## config.mk

```make
export PLATFORM = sky130hd
export DESIGN_NAME = vsync_out_sel
export DESIGN_NICKNAME = d
export VERILOG_FILES = /design/src/rtl/vsync_sel_pkg.sv /design/src/rtl/vsync_cfg_shadow.sv /design/src/rtl/vsync_src_mux.sv /design/src/rtl/vsync_align_pipe.sv /design/src/rtl/vsync_out_sel.sv
export SDC_FILE = /design/constraint.sdc
export NUM_CORES = 1
export LEC_CHECK = 0
export ABC_AREA = 1
export BUFFER_PORTS_ARGS = -buffer_cell sky130_fd_sc_hd__buf_2
export CORE_MARGIN = 5
export CORE_UTILIZATION = 30
export CTS_CLUSTER_SIZE = 24
export DETAILED_ROUTE_END_ITERATION = 8
export GPL_ROUTABILITY_DRIVEN = 0
export PLACE_DENSITY = 0.57
export SKIP_LAST_GASP = 1
export SLEW_MARGIN = 0
export SYNTH_ARGS = -nofsm -noshare
export SYNTH_HDL_FRONTEND = slang
export SYNTH_SLANG_ARGS = --single-unit
```

## constraint.sdc

```tcl
create_clock -name clk -period 0.8 [get_ports clk]
set_input_delay 0 -clock clk [delete_from_list [all_inputs] [get_ports clk]]
set_output_delay 0 -clock clk [all_outputs]
set_load 0.01 [all_outputs]
```

## src/rtl/vsync_sel_pkg.sv

```systemverilog
package vsync_sel_pkg;

  typedef struct packed {
    logic edhd_en;
    logic sd_en;
    logic fmt;
    logic vctl;
  } vs_cfg_t;

  typedef enum logic [2:0] {
    M_HIZ     = 3'd0,
    M_SD      = 3'd1,
    M_PASS    = 3'd2,
    M_CODE    = 3'd3,
    M_COUNTER = 3'd4
  } vs_mode_e;

  // Priority: ED/HD enable wins over SD enable; counter select wins over format.
  function automatic vs_mode_e decode_mode(input vs_cfg_t c);
    vs_mode_e m;
    if (c.edhd_en) begin
      if (c.vctl)     m = M_COUNTER;
      else if (c.fmt) m = M_CODE;
      else            m = M_PASS;
    end else if (c.sd_en) begin
      m = M_SD;
    end else begin
      m = M_HIZ;
    end
    return m;
  endfunction

  function automatic logic in_span(input int unsigned line,
                                   input int unsigned lo,
                                   input int unsigned hi);
    return (line >= lo) && (line <= hi);
  endfunction

endpackage

```

## src/rtl/vsync_cfg_shadow.sv

```systemverilog
module vsync_cfg_shadow
  import vsync_sel_pkg::*;
(
  input  logic    clk,
  input  logic    rst_n,
  input  logic    load_i,
  input  vs_cfg_t cfg_i,
  output vs_cfg_t cfg_q
);

  always_ff @(posedge clk or negedge rst_n) begin
    if (!rst_n)      cfg_q <= '0;
    else if (load_i) cfg_q <= cfg_i;
  end

endmodule

```

## src/rtl/vsync_src_mux.sv

```systemverilog
module vsync_src_mux
  import vsync_sel_pkg::*;
#(
  parameter int LINE_W    = 11,
  parameter int VBI_FIRST = 1,
  parameter int VBI_LAST  = 42,
  parameter int SER_FIRST = 4,
  parameter int SER_LAST  = 6
) (
  input  vs_cfg_t            cfg_i,
  input  logic               std_interlaced_i,
  input  logic               std_525p_i,
  input  logic               sd_vsync_i,
  input  logic               edhd_vsync_i,
  input  logic               code_f_i,
  input  logic               code_v_i,
  input  logic [LINE_W-1:0]  line_cnt_i,
  output vs_mode_e           mode_o,
  output logic               sync_o,
  output logic               oe_o
);

  logic in_vbi;
  logic in_ser;
  logic counter_pulse;
  logic code_pulse;

  assign mode_o        = decode_mode(cfg_i);
  assign in_vbi        = in_span(int'(line_cnt_i), VBI_FIRST, VBI_LAST);
  assign in_ser        = in_span(int'(line_cnt_i), SER_FIRST, SER_LAST);
  assign counter_pulse = std_525p_i ? in_vbi : in_ser;
  assign code_pulse    = std_interlaced_i ? code_f_i : code_v_i;

  always_comb begin
    oe_o   = 1'b1;
    sync_o = 1'b0;
    unique case (mode_o)
      M_SD:      sync_o = sd_vsync_i;
      M_PASS:    sync_o = edhd_vsync_i;
      M_CODE:    sync_o = code_pulse;
      M_COUNTER: sync_o = counter_pulse;
      default:   oe_o   = 1'b0;
    endcase
  end

endmodule

```

## src/rtl/vsync_align_pipe.sv

```systemverilog
module vsync_align_pipe #(
  parameter int WIDTH = 2,
  parameter int DEPTH = 3
) (
  input  logic             clk,
  input  logic             rst_n,
  input  logic [WIDTH-1:0] d_i,
  output logic [WIDTH-1:0] q_o
);

  logic [WIDTH-1:0] stage [DEPTH];

  generate
    for (genvar i = 0; i < DEPTH; i++) begin : g_stage
      if (i == 0) begin : g_head
        always_ff @(posedge clk or negedge rst_n) begin
          if (!rst_n) stage[0] <= '0;
          else        stage[0] <= d_i;
        end
      end else begin : g_tail
        always_ff @(posedge clk or negedge rst_n) begin
          if (!rst_n) stage[i] <= '0;
          else        stage[i] <= stage[i-1];
        end
      end
    end
  endgenerate

  assign q_o = stage[DEPTH-1];

endmodule

```

## src/rtl/vsync_out_sel.sv

```systemverilog
module vsync_out_sel
  import vsync_sel_pkg::*;
#(
  parameter int LINE_W    = 11,
  parameter int DEPTH     = 3,
  parameter int VBI_FIRST = 1,
  parameter int VBI_LAST  = 42,
  parameter int SER_FIRST = 4,
  parameter int SER_LAST  = 6
) (
  input  logic              clk,
  input  logic              rst_n,
  input  logic              frame_start_i,
  input  logic              cfg_edhd_en_i,
  input  logic              cfg_sd_en_i,
  input  logic              cfg_fmt_i,
  input  logic              cfg_vctl_i,
  input  logic              std_interlaced_i,
  input  logic              std_525p_i,
  input  logic              sd_vsync_i,
  input  logic              edhd_vsync_i,
  input  logic              code_f_i,
  input  logic              code_v_i,
  input  logic [LINE_W-1:0] line_cnt_i,
  output logic              vsync_o,
  output logic              vsync_oe_o
);

  localparam int PIPE_W = 2;

  vs_cfg_t            cfg_d;
  vs_cfg_t            cfg_q;
  vs_mode_e           sel_mode;
  logic               sel_sync;
  logic               sel_oe;
  logic [PIPE_W-1:0]  pipe_out;

  assign cfg_d = '{edhd_en: cfg_edhd_en_i, sd_en: cfg_sd_en_i,
                   fmt: cfg_fmt_i, vctl: cfg_vctl_i};

  vsync_cfg_shadow u_shadow (
    .clk    (clk),
    .rst_n  (rst_n),
    .load_i (frame_start_i),
    .cfg_i  (cfg_d),
    .cfg_q  (cfg_q)
  );

  vsync_src_mux #(
    .LINE_W    (LINE_W),
    .VBI_FIRST (VBI_FIRST),
    .VBI_LAST  (VBI_LAST),
    .SER_FIRST (SER_FIRST),
    .SER_LAST  (SER_LAST)
  ) u_mux (
    .cfg_i            (cfg_q),
    .std_interlaced_i (std_interlaced_i),
    .std_525p_i       (std_525p_i),
    .sd_vsync_i       (sd_vsync_i),
    .edhd_vsync_i     (edhd_vsync_i),
    .code_f_i         (code_f_i),
    .code_v_i         (code_v_i),
    .line_cnt_i       (line_cnt_i),
    .mode_o           (sel_mode),
    .sync_o           (sel_sync),
    .oe_o             (sel_oe)
  );

  vsync_align_pipe #(
    .WIDTH (PIPE_W),
    .DEPTH (DEPTH)
  ) u_pipe (
    .clk   (clk),
    .rst_n (rst_n),
    .d_i   ({sel_oe, sel_sync}),
    .q_o   (pipe_out)
  );

  assign vsync_oe_o = pipe_out[1];
  assign vsync_o    = pipe_out[0];

endmodule

```

==> results of run 1 <==
## cell families (layout without fill, tap and decap cells)
| family | count (synthesis) | count (layout) | share of synthesized area (%) |
|---|---|---|---|
| buffers and inverters | 9 | 45 | 7.336 |
| AO/OA/AOI/OAI | 5 | 5 | 5.434 |
| AND/OR/NAND/NOR | 37 | 37 | 32.88 |
| flip-flops | 10 | 10 | 54.35 |
## power by group through the flow
stage | Combinational, mW | Clock (mW) | Sequential (mW)
after floorplan | 0.0641 | 0 | 0.589
after global placement | 0.178 | 0 | 0.584
after detailed placement | 0.179 | 0 | 0.587
after CTS | 0.198 | 0.349 | 0.578
after global routing | 0.238 | 0.376 | 0.589
final | 0.209 | 0.339 | 0.580
## metal layers
metal	up-vias	track usage (%)	part of all wire (%)
met5	-	0	0
met2	18	14.59	46
met3	5	6.116	9.3
met1	206	11.47	41
li1	260	-	-
met4	0	8.072	3.8
## cells in the final DEF, fill, tap and decap left out
master,Yosys,routed
dlygate4sd3_1,0,6
dfrtp_1,10,10
nand2_1,23,23
o21ai_0,4,3
buf_2,0,25
nand2_2,1,1
inv_2,0,1
nor3_2,0,2
nor2_1,6,6
nand3_2,0,1
o21ai_1,0,1
nand3_1,4,3
inv_1,9,8
clkbuf_4,0,3
a21oi_2,0,1
buf_4,0,2
nor2_2,1,1
## repair_timing
| action | 4_1_cts | 5_1_grt |
|---|---|---|
| endpoints found under the hold margin | 14 | 1 |
| hold buffers | 5 | 1 |
| resized for setup | 0 | 6 |
| endpoints found under the setup margin | 1 | 3 |
| pin swaps | 0 | 3 |
## registers in the layout, summed over array words and instances (netlist names)
name / count
u_pipe.q_o: 2
u_pipe.stage: 4
u_shadow.cfg_q: 4
## metrics by stage
| stage | TNS, ps | power, mW | instances |
|---|---|---|---|
| finish | -85.73 | 1.129 | 113 |
| global route | -189.8 | 1.202 | 113 |
| CTS | -75.89 | 1.124 | 112 |
| detailed placement | -72.44 | 0.7657 | 104 |
| global placement | -68.36 | 0.7617 | 104 |
| floorplan | -17.55 | 0.6529 | 61 |
## worst register-to-register path: cells and delay by family, from the launching register on
kind	cells	cell delay [ps]
simple gates	3	280
buf+inv	1	60
compound gates	1	40
flops	1	400
## cell type report
type	instances	share of cell area, %
clock buffers	3	3.120
inverters	9	4.679
multi-input cells	42	27.04
flip-flops and latches	10	34.66
well taps	16	2.773
repair buffers	33	27.73
## how the worst max path moves through the flow
stage / endpoint / slack (ps) / cells after the start
after floorplan: u_pipe.stage[4]$_DFF_PN0_ / -20 / 5
after global placement: u_pipe.stage[4]$_DFF_PN0_ / -70 / 6
after detailed placement: u_pipe.stage[4]$_DFF_PN0_ / -70 / 5
after CTS: u_pipe.stage[4]$_DFF_PN0_ / -80 / 5
after global routing: u_pipe.stage[4]$_DFF_PN0_ / -130 / 5
final: u_pipe.stage[4]$_DFF_PN0_ / -80 / 5
==> key figures, run 1 <==
Floorplan
  – Initial Util: 30.92%
  – Die area: 2418 um2
  – Row count: 14
  – Chip Width: 49.18 um
  – Core region area: 1489 um2
  – Top-level I/O count: 26
  – Die Span Y: 49.18 um

Global route
  – Largest net degree at the start of global routing: 11
  – Global route overflow: 0
  – First-pass GRT wire length: 1.869 mm
  – Antenna violations before repair: 0
  – Gr usage total: 10.50%
  – Vias in the first global route: 466

Timing
  – Final Critical Period: 879.6 ps
  – Final setup margin: -79.64 ps
  – Max Clock Skew: 8.117 ps
  – Slew headroom: 84.77%
  – Slew Limit Fails: 0
  – FMAX: 1.137 GHz
  – Final Cycle Share: 110.0%
  – Worst Tran Pin Value: 228.5 ps
  – Hold slack: 47.58 ps
  – RSZ-0062 raised after global routing: yes
  – Hold Vio Cnt, Final: 0
  – Setup Viol. Count Final: 2

Setup path
  – Reg2reg start: u_shadow.cfg_q[0]$_DFFE_PN0P_
  – Worst R2R Setup Slack: -80 ps
  – Critical Path RT: 960 ps
  – Crit path DAT: 1040 ps
  – Crit Path Class: register to register
  – CP max FO: 3
  – CP max-delay cell: dfrtp_1
  – Reg-to-reg endpoint: u_pipe.stage[4]$_DFF_PN0_
  – Slowest stage delay, CP: 400 ps
  – Critical path capture point type: register
  – Startpoint types: register
  – Crit path buffers/inverters: 1
  – Top Family by Delay on Critical Path: flip-flops
  – Crit-path cells: inv_2 -> nand3_2 -> a21oi_2 -> nor3_2 -> nand2_1
  – Worst Reg-to-Reg Cells: 5
  – Beginning of the critical path: u_shadow.cfg_q[0]$_DFFE_PN0P_

Clock tree
  – Clk sinks: 10
  – CTS Buf Count: 3
  – Worst-path clk slew: 60 ps
  – Later-pin clock latency in the skew report: 270 ps
  – Root Driver: clkbuf_4
  – H-tree depth: 1
  – CTS Buffer Depth: 2
  – CTS tree: done
  – Post-CTS Repair Setup Buffers: 0

Layout
  – Share of cells above drive strength 1: 38.14%
  – Multi-input logic area: 195.2 um2
  – Fill cells: 144
  – Nets: 123
  – P&R area growth vs syn: 56.79%
  – N_diodes: 0
  – Design Area, Final: 721.9 um2
  – Fin util: 48.49%
  – Seq. cell area: 250.2 um2

Job
  – Max_cap viols: 0

Placement
  – I/O Buffers: 25
  – Post-DP HPWL: 791.5 um
  – Worst slack, placed: -72.44 ps
  – Area after DPL: 620.6 um2

Detailed routing
  – Final antenna-violating net count: 0
  – TritonRoute pass-1 iters: 2
  – Vias: 489
  – DR vias/cell: 4.327
  – Starting DRC count in detailed routing: 4
  – Wire length after detailed routing: 1.060 mm
  – DR WL/cell: 9.381 um
  – # DRC: 0

Synthesis
  – Synth warn: 0
  – Top-count cell post-synth: nand2_1
  – Yosys top cell by area: dfrtp_1
  – Syn Std Cell Area: 460.4 um2
  – Synth async-reset ratio: 100.0%
  – Synth area leaders: dfrtp_1 (54%), nand2_1 (19%), inv_1 (7.3%)
  – Synth cell types: 10
  – Post-synth EDFFs: 0
  – Top-area cell type share of the netlist area: 54.35%
  – Synth Area per Inst: 7.548 um2
  – Sequential area share after synthesis: 54.35%
  – List of most frequent post-synthesis cells: nand2_1 (23), dfrtp_1 (10), inv_1 (9)
  – Main synth FF type: dfrtp_1
  – Mapped Cells: 61
  – Post-Syn Nets: 85
  – Synthesized flop and latch total: 10

Pwr
  – VDD IR max: 0.001110 V
  – Comb power frac: 18.5%
  – Pleak: 0.4008 nW
  – Sw power: 0.2867 mW
  – Sw Share: 25.40%
  – PwrDens: 1563 nW/um2
  – Seq pwr share: 51.4%
  – Power Internal: 0.8420 mW
  – Clock share of power: 30.1%

Min path
  – Worst hold path depth: 5
  – HP Start: line_cnt_i[2]
  – Hold EP: u_pipe.stage[4]$_DFF_PN0_
  – Worst Hold Class: input pin to register

Status
  – Outcome: finished, violations left
  – Failing checks: setup timing
No activity file was read; power rests on OpenSTA's default activity.
==> inputs of run 2 (changes only) <==
--- a/config.mk
+++ b/config.mk
@@ -13,6 +13,7 @@
 export DETAILED_ROUTE_END_ITERATION = 8
 export GPL_ROUTABILITY_DRIVEN = 0
 export PLACE_DENSITY = 0.57
+export RECOVER_POWER = 25
 export SKIP_LAST_GASP = 1
 export SLEW_MARGIN = 0
 export SYNTH_ARGS = -nofsm -noshare
==> run 2 against run 1 <==
Power is essentially flat; the run still ends with setup timing left; first-iteration DRC count is the same; core utilization down 0.084 points; setup slack is the same; sequential power hardly changed; via count is the same; non-clock buffer count is the same; global-route usage unchanged; die area unchanged; register-to-register slack is essentially flat; highest routed layer unchanged; count of clock-buffer cells in the layout did not move; sequential cell count unchanged.
==> key figures, run 2 (synthesis gave the netlist of run 1 again) <==
Global route
  – Largest net degree at the start of global routing: 11 (unchanged)
  – M1 GR Usage: 11.47% (unchanged)
  – Met3 usage: 6.116% (unchanged)
  – Gr usage total: 10.50% (unchanged)
  – First-pass GRT wire length: 1.869 mm (unchanged)
  – Busiest grt layer: met2
  – GRT met2 Usage: 14.59% (unchanged)
  – Global route overflow: 0 (unchanged)
  – Vias in the first global route: 466 (unchanged)
  – Antenna violations before repair: 0 (unchanged)

Setup path
  – Crit-path cells: inv_2 -> nand3_2 -> a21oi_2 -> nor3_2 -> nand2_1
  – CP max FO: 3 (unchanged)
  – Worst Reg-to-Reg Cells: 5 (unchanged)
  – Top Family by Delay on Critical Path: flip-flops
  – Crit path buffers/inverters: 1 (unchanged)
  – Reg2reg start: u_shadow.cfg_q[0]$_DFFE_PN0P_
  – Slowest stage delay, CP: 400 ps (about the same)
  – Startpoint types: register
  – Critical Path RT: 960 ps (about the same)
  – Worst R2R Setup Slack: -80 ps (about the same)
  – Critical path capture point type: register
  – Crit path DAT: 1040 ps (about the same)
  – CP max-delay cell: dfrtp_1
  – Crit Path Class: register to register
  – Reg-to-reg endpoint: u_pipe.stage[4]$_DFF_PN0_

Detailed routing
  – DR WL/cell: 9.372 um (about the same)
  – Final antenna-violating net count: 0 (unchanged)
  – Starting DRC count in detailed routing: 4 (unchanged)
  – # DRC: 0 (unchanged)
  – TritonRoute pass-1 iters: 2 (unchanged)
  – Wire length after detailed routing: 1.059 mm (about the same)
  – Vias: 489 (unchanged)
  – DR vias/cell: 4.327 (unchanged)

Pwr
  – PwrDens: 1565 nW/um2 (+0.11%)
  – VDD IR max: 0.001110 V (about the same)
  – Pleak: 0.3980 nW (-0.69%)

Status
  – Outcome: finished, violations left
  – Failing checks: setup timing

Placement
  – Area after DPL: 620.6 um2 (unchanged)
  – I/O Buffers: 25 (unchanged)
  – Post-DP HPWL: 791.5 um (unchanged)
  – Worst slack, placed: -72.44 ps (unchanged)
  – Cells after DPL: 104 (unchanged)

Floorplan
  – Initial Util: 30.92% (unchanged)
  – Row count: 14 (unchanged)
  – Die Span Y: 49.18 um (unchanged)
  – Top-level I/O count: 26 (unchanged)
  – Core region area: 1489 um2 (unchanged)
  – Chip Width: 49.18 um (unchanged)
  – Die area: 2418 um2 (unchanged)

Timing
  – Worst Tran Pin Value: 544.4 ps (+315.9 ps)
  – Hold Vio Cnt, Final: 0 (unchanged)
  – Final setup margin: -79.64 ps (unchanged)
  – RSZ-0062 raised after global routing: yes
  – Setup Viol. Count Final: 2 (unchanged)
  – Final Critical Period: 879.6 ps (unchanged)
  – FMAX: 1.137 GHz (unchanged)
  – Slew Limit Fails: 0 (unchanged)
  – Final Cycle Share: 110.0% (unchanged)
  – Slew headroom: 63.71% (-21 points)
  – Max Clock Skew: 8.117 ps (unchanged)

Clock tree
  – Post-CTS Repair Setup Buffers: 0 (unchanged)
  – CTS Buffer Depth: 2 (unchanged)
  – Worst-path clk slew: 60 ps (about the same)
  – CTS Buf Count: 3 (unchanged)
  – Root Driver: clkbuf_4
  – Later-pin clock latency in the skew report: 270 ps (about the same)
  – Clk sinks: 10 (unchanged)
  – CTS tree: done
  – H-tree depth: 1 (unchanged)

Layout
  – Non-Filler Instances: 113 (unchanged)
  – Design Area, Final: 720.7 um2 (-0.17%)
  – P&R area growth vs syn: 56.52%
  – Commonest non-fill, non-tap cells in the layout: buf_2 (24), nand2_1 (23), dfrtp_1 (10)
  – Share of cells above drive strength 1: 37.11% (-1.0 points)
  – Commonest non-fill, non-tap cell in the layout: buf_2
  – N_diodes: 0 (unchanged)
  – Nets: 123 (unchanged)

Min path
  – Hold EP: u_pipe.stage[4]$_DFF_PN0_
  – Worst hold path depth: 5 (unchanged)
  – Worst Hold Class: input pin to register
  – HP Start: line_cnt_i[2]

Job
  – Max_cap viols: 0 (unchanged)
==> run 2: layer usage <==
metal  up-vias  wire length (um)
li1        260                 -
met1       206               430
met2        18               488
met3         5                99
met4         0                40
met5         -                 0
==> run 2: final cells by class <==
cell class                      count  area (um2)
Fill cell                         145       768.2
Multi-Input combinational cell     42       195.2
Inverter                            9       33.78
Sequential cell                    10       250.2
Tap cell                           16       20.02
Clock buffer                        3       22.52
Timing Repair Buffer               33       198.9
==> run 2: report_power, final <==
group | internal (mW) | total [mW] | switching (mW)
Sequential | 0.557 | 0.580 | 0.0231
Combinational | 0.111 | 0.208 | 0.0977
Clock | 0.173 | 0.339 | 0.166
==> run 2: what timing repair did <==
| action | CTS | global route |
|---|---|---|
| hold buffers | 5 | 1 |
| endpoints found under the setup margin | 1 | 3 |
| hold endpoints to repair | 14 | 1 |
| pin swaps | 0 | 3 |
| gates resized for setup | 0 | 6 |
| gates cloned | 0 | 0 |
==> run 2: how the worst max path moves through the flow <==
stage,startpoint,to,slack [ps],cells past startpoint
4_1_cts,u_shadow.cfg_q[0]$_DFFE_PN0P_,u_pipe.stage[4]$_DFF_PN0_,-80,5
2_1_floorplan,u_shadow.cfg_q[0]$_DFFE_PN0P_,u_pipe.stage[4]$_DFF_PN0_,-20,5
6_report,u_shadow.cfg_q[0]$_DFFE_PN0P_,u_pipe.stage[4]$_DFF_PN0_,-80,5
5_1_grt,u_shadow.cfg_q[0]$_DFFE_PN0P_,u_pipe.stage[4]$_DFF_PN0_,-130,5
3_5_place_dp,u_shadow.cfg_q[0]$_DFFE_PN0P_,u_pipe.stage[4]$_DFF_PN0_,-70,5
3_3_place_gp,u_shadow.cfg_q[3]$_DFFE_PN0P_,u_pipe.stage[4]$_DFF_PN0_,-70,6
==> run 2: stage by stage <==
stage	total power, mW	TNS [ps]	util (%)	hold WS [ps]
after floorplan	0.6529	-17.55	-	-295.6
after CTS	1.124	-75.89	46.55	7.382
after global placement	0.7617	-68.36	41.68	-134.2
final	1.128	-85.73	48.40	47.58
after global routing	1.202	-189.8	48.40	43.82
after detailed placement	0.7657	-72.44	41.68	-127.6
==> run 2: worst reg2reg max path: cells and delay by family, from the launching register on <==
family | cells | cell delay, ps
AO/OA/AOI/OAI | 1 | 40
buffers and inverters | 1 | 60
flip-flops | 1 | 400
AND/OR/NAND/NOR | 3 | 280
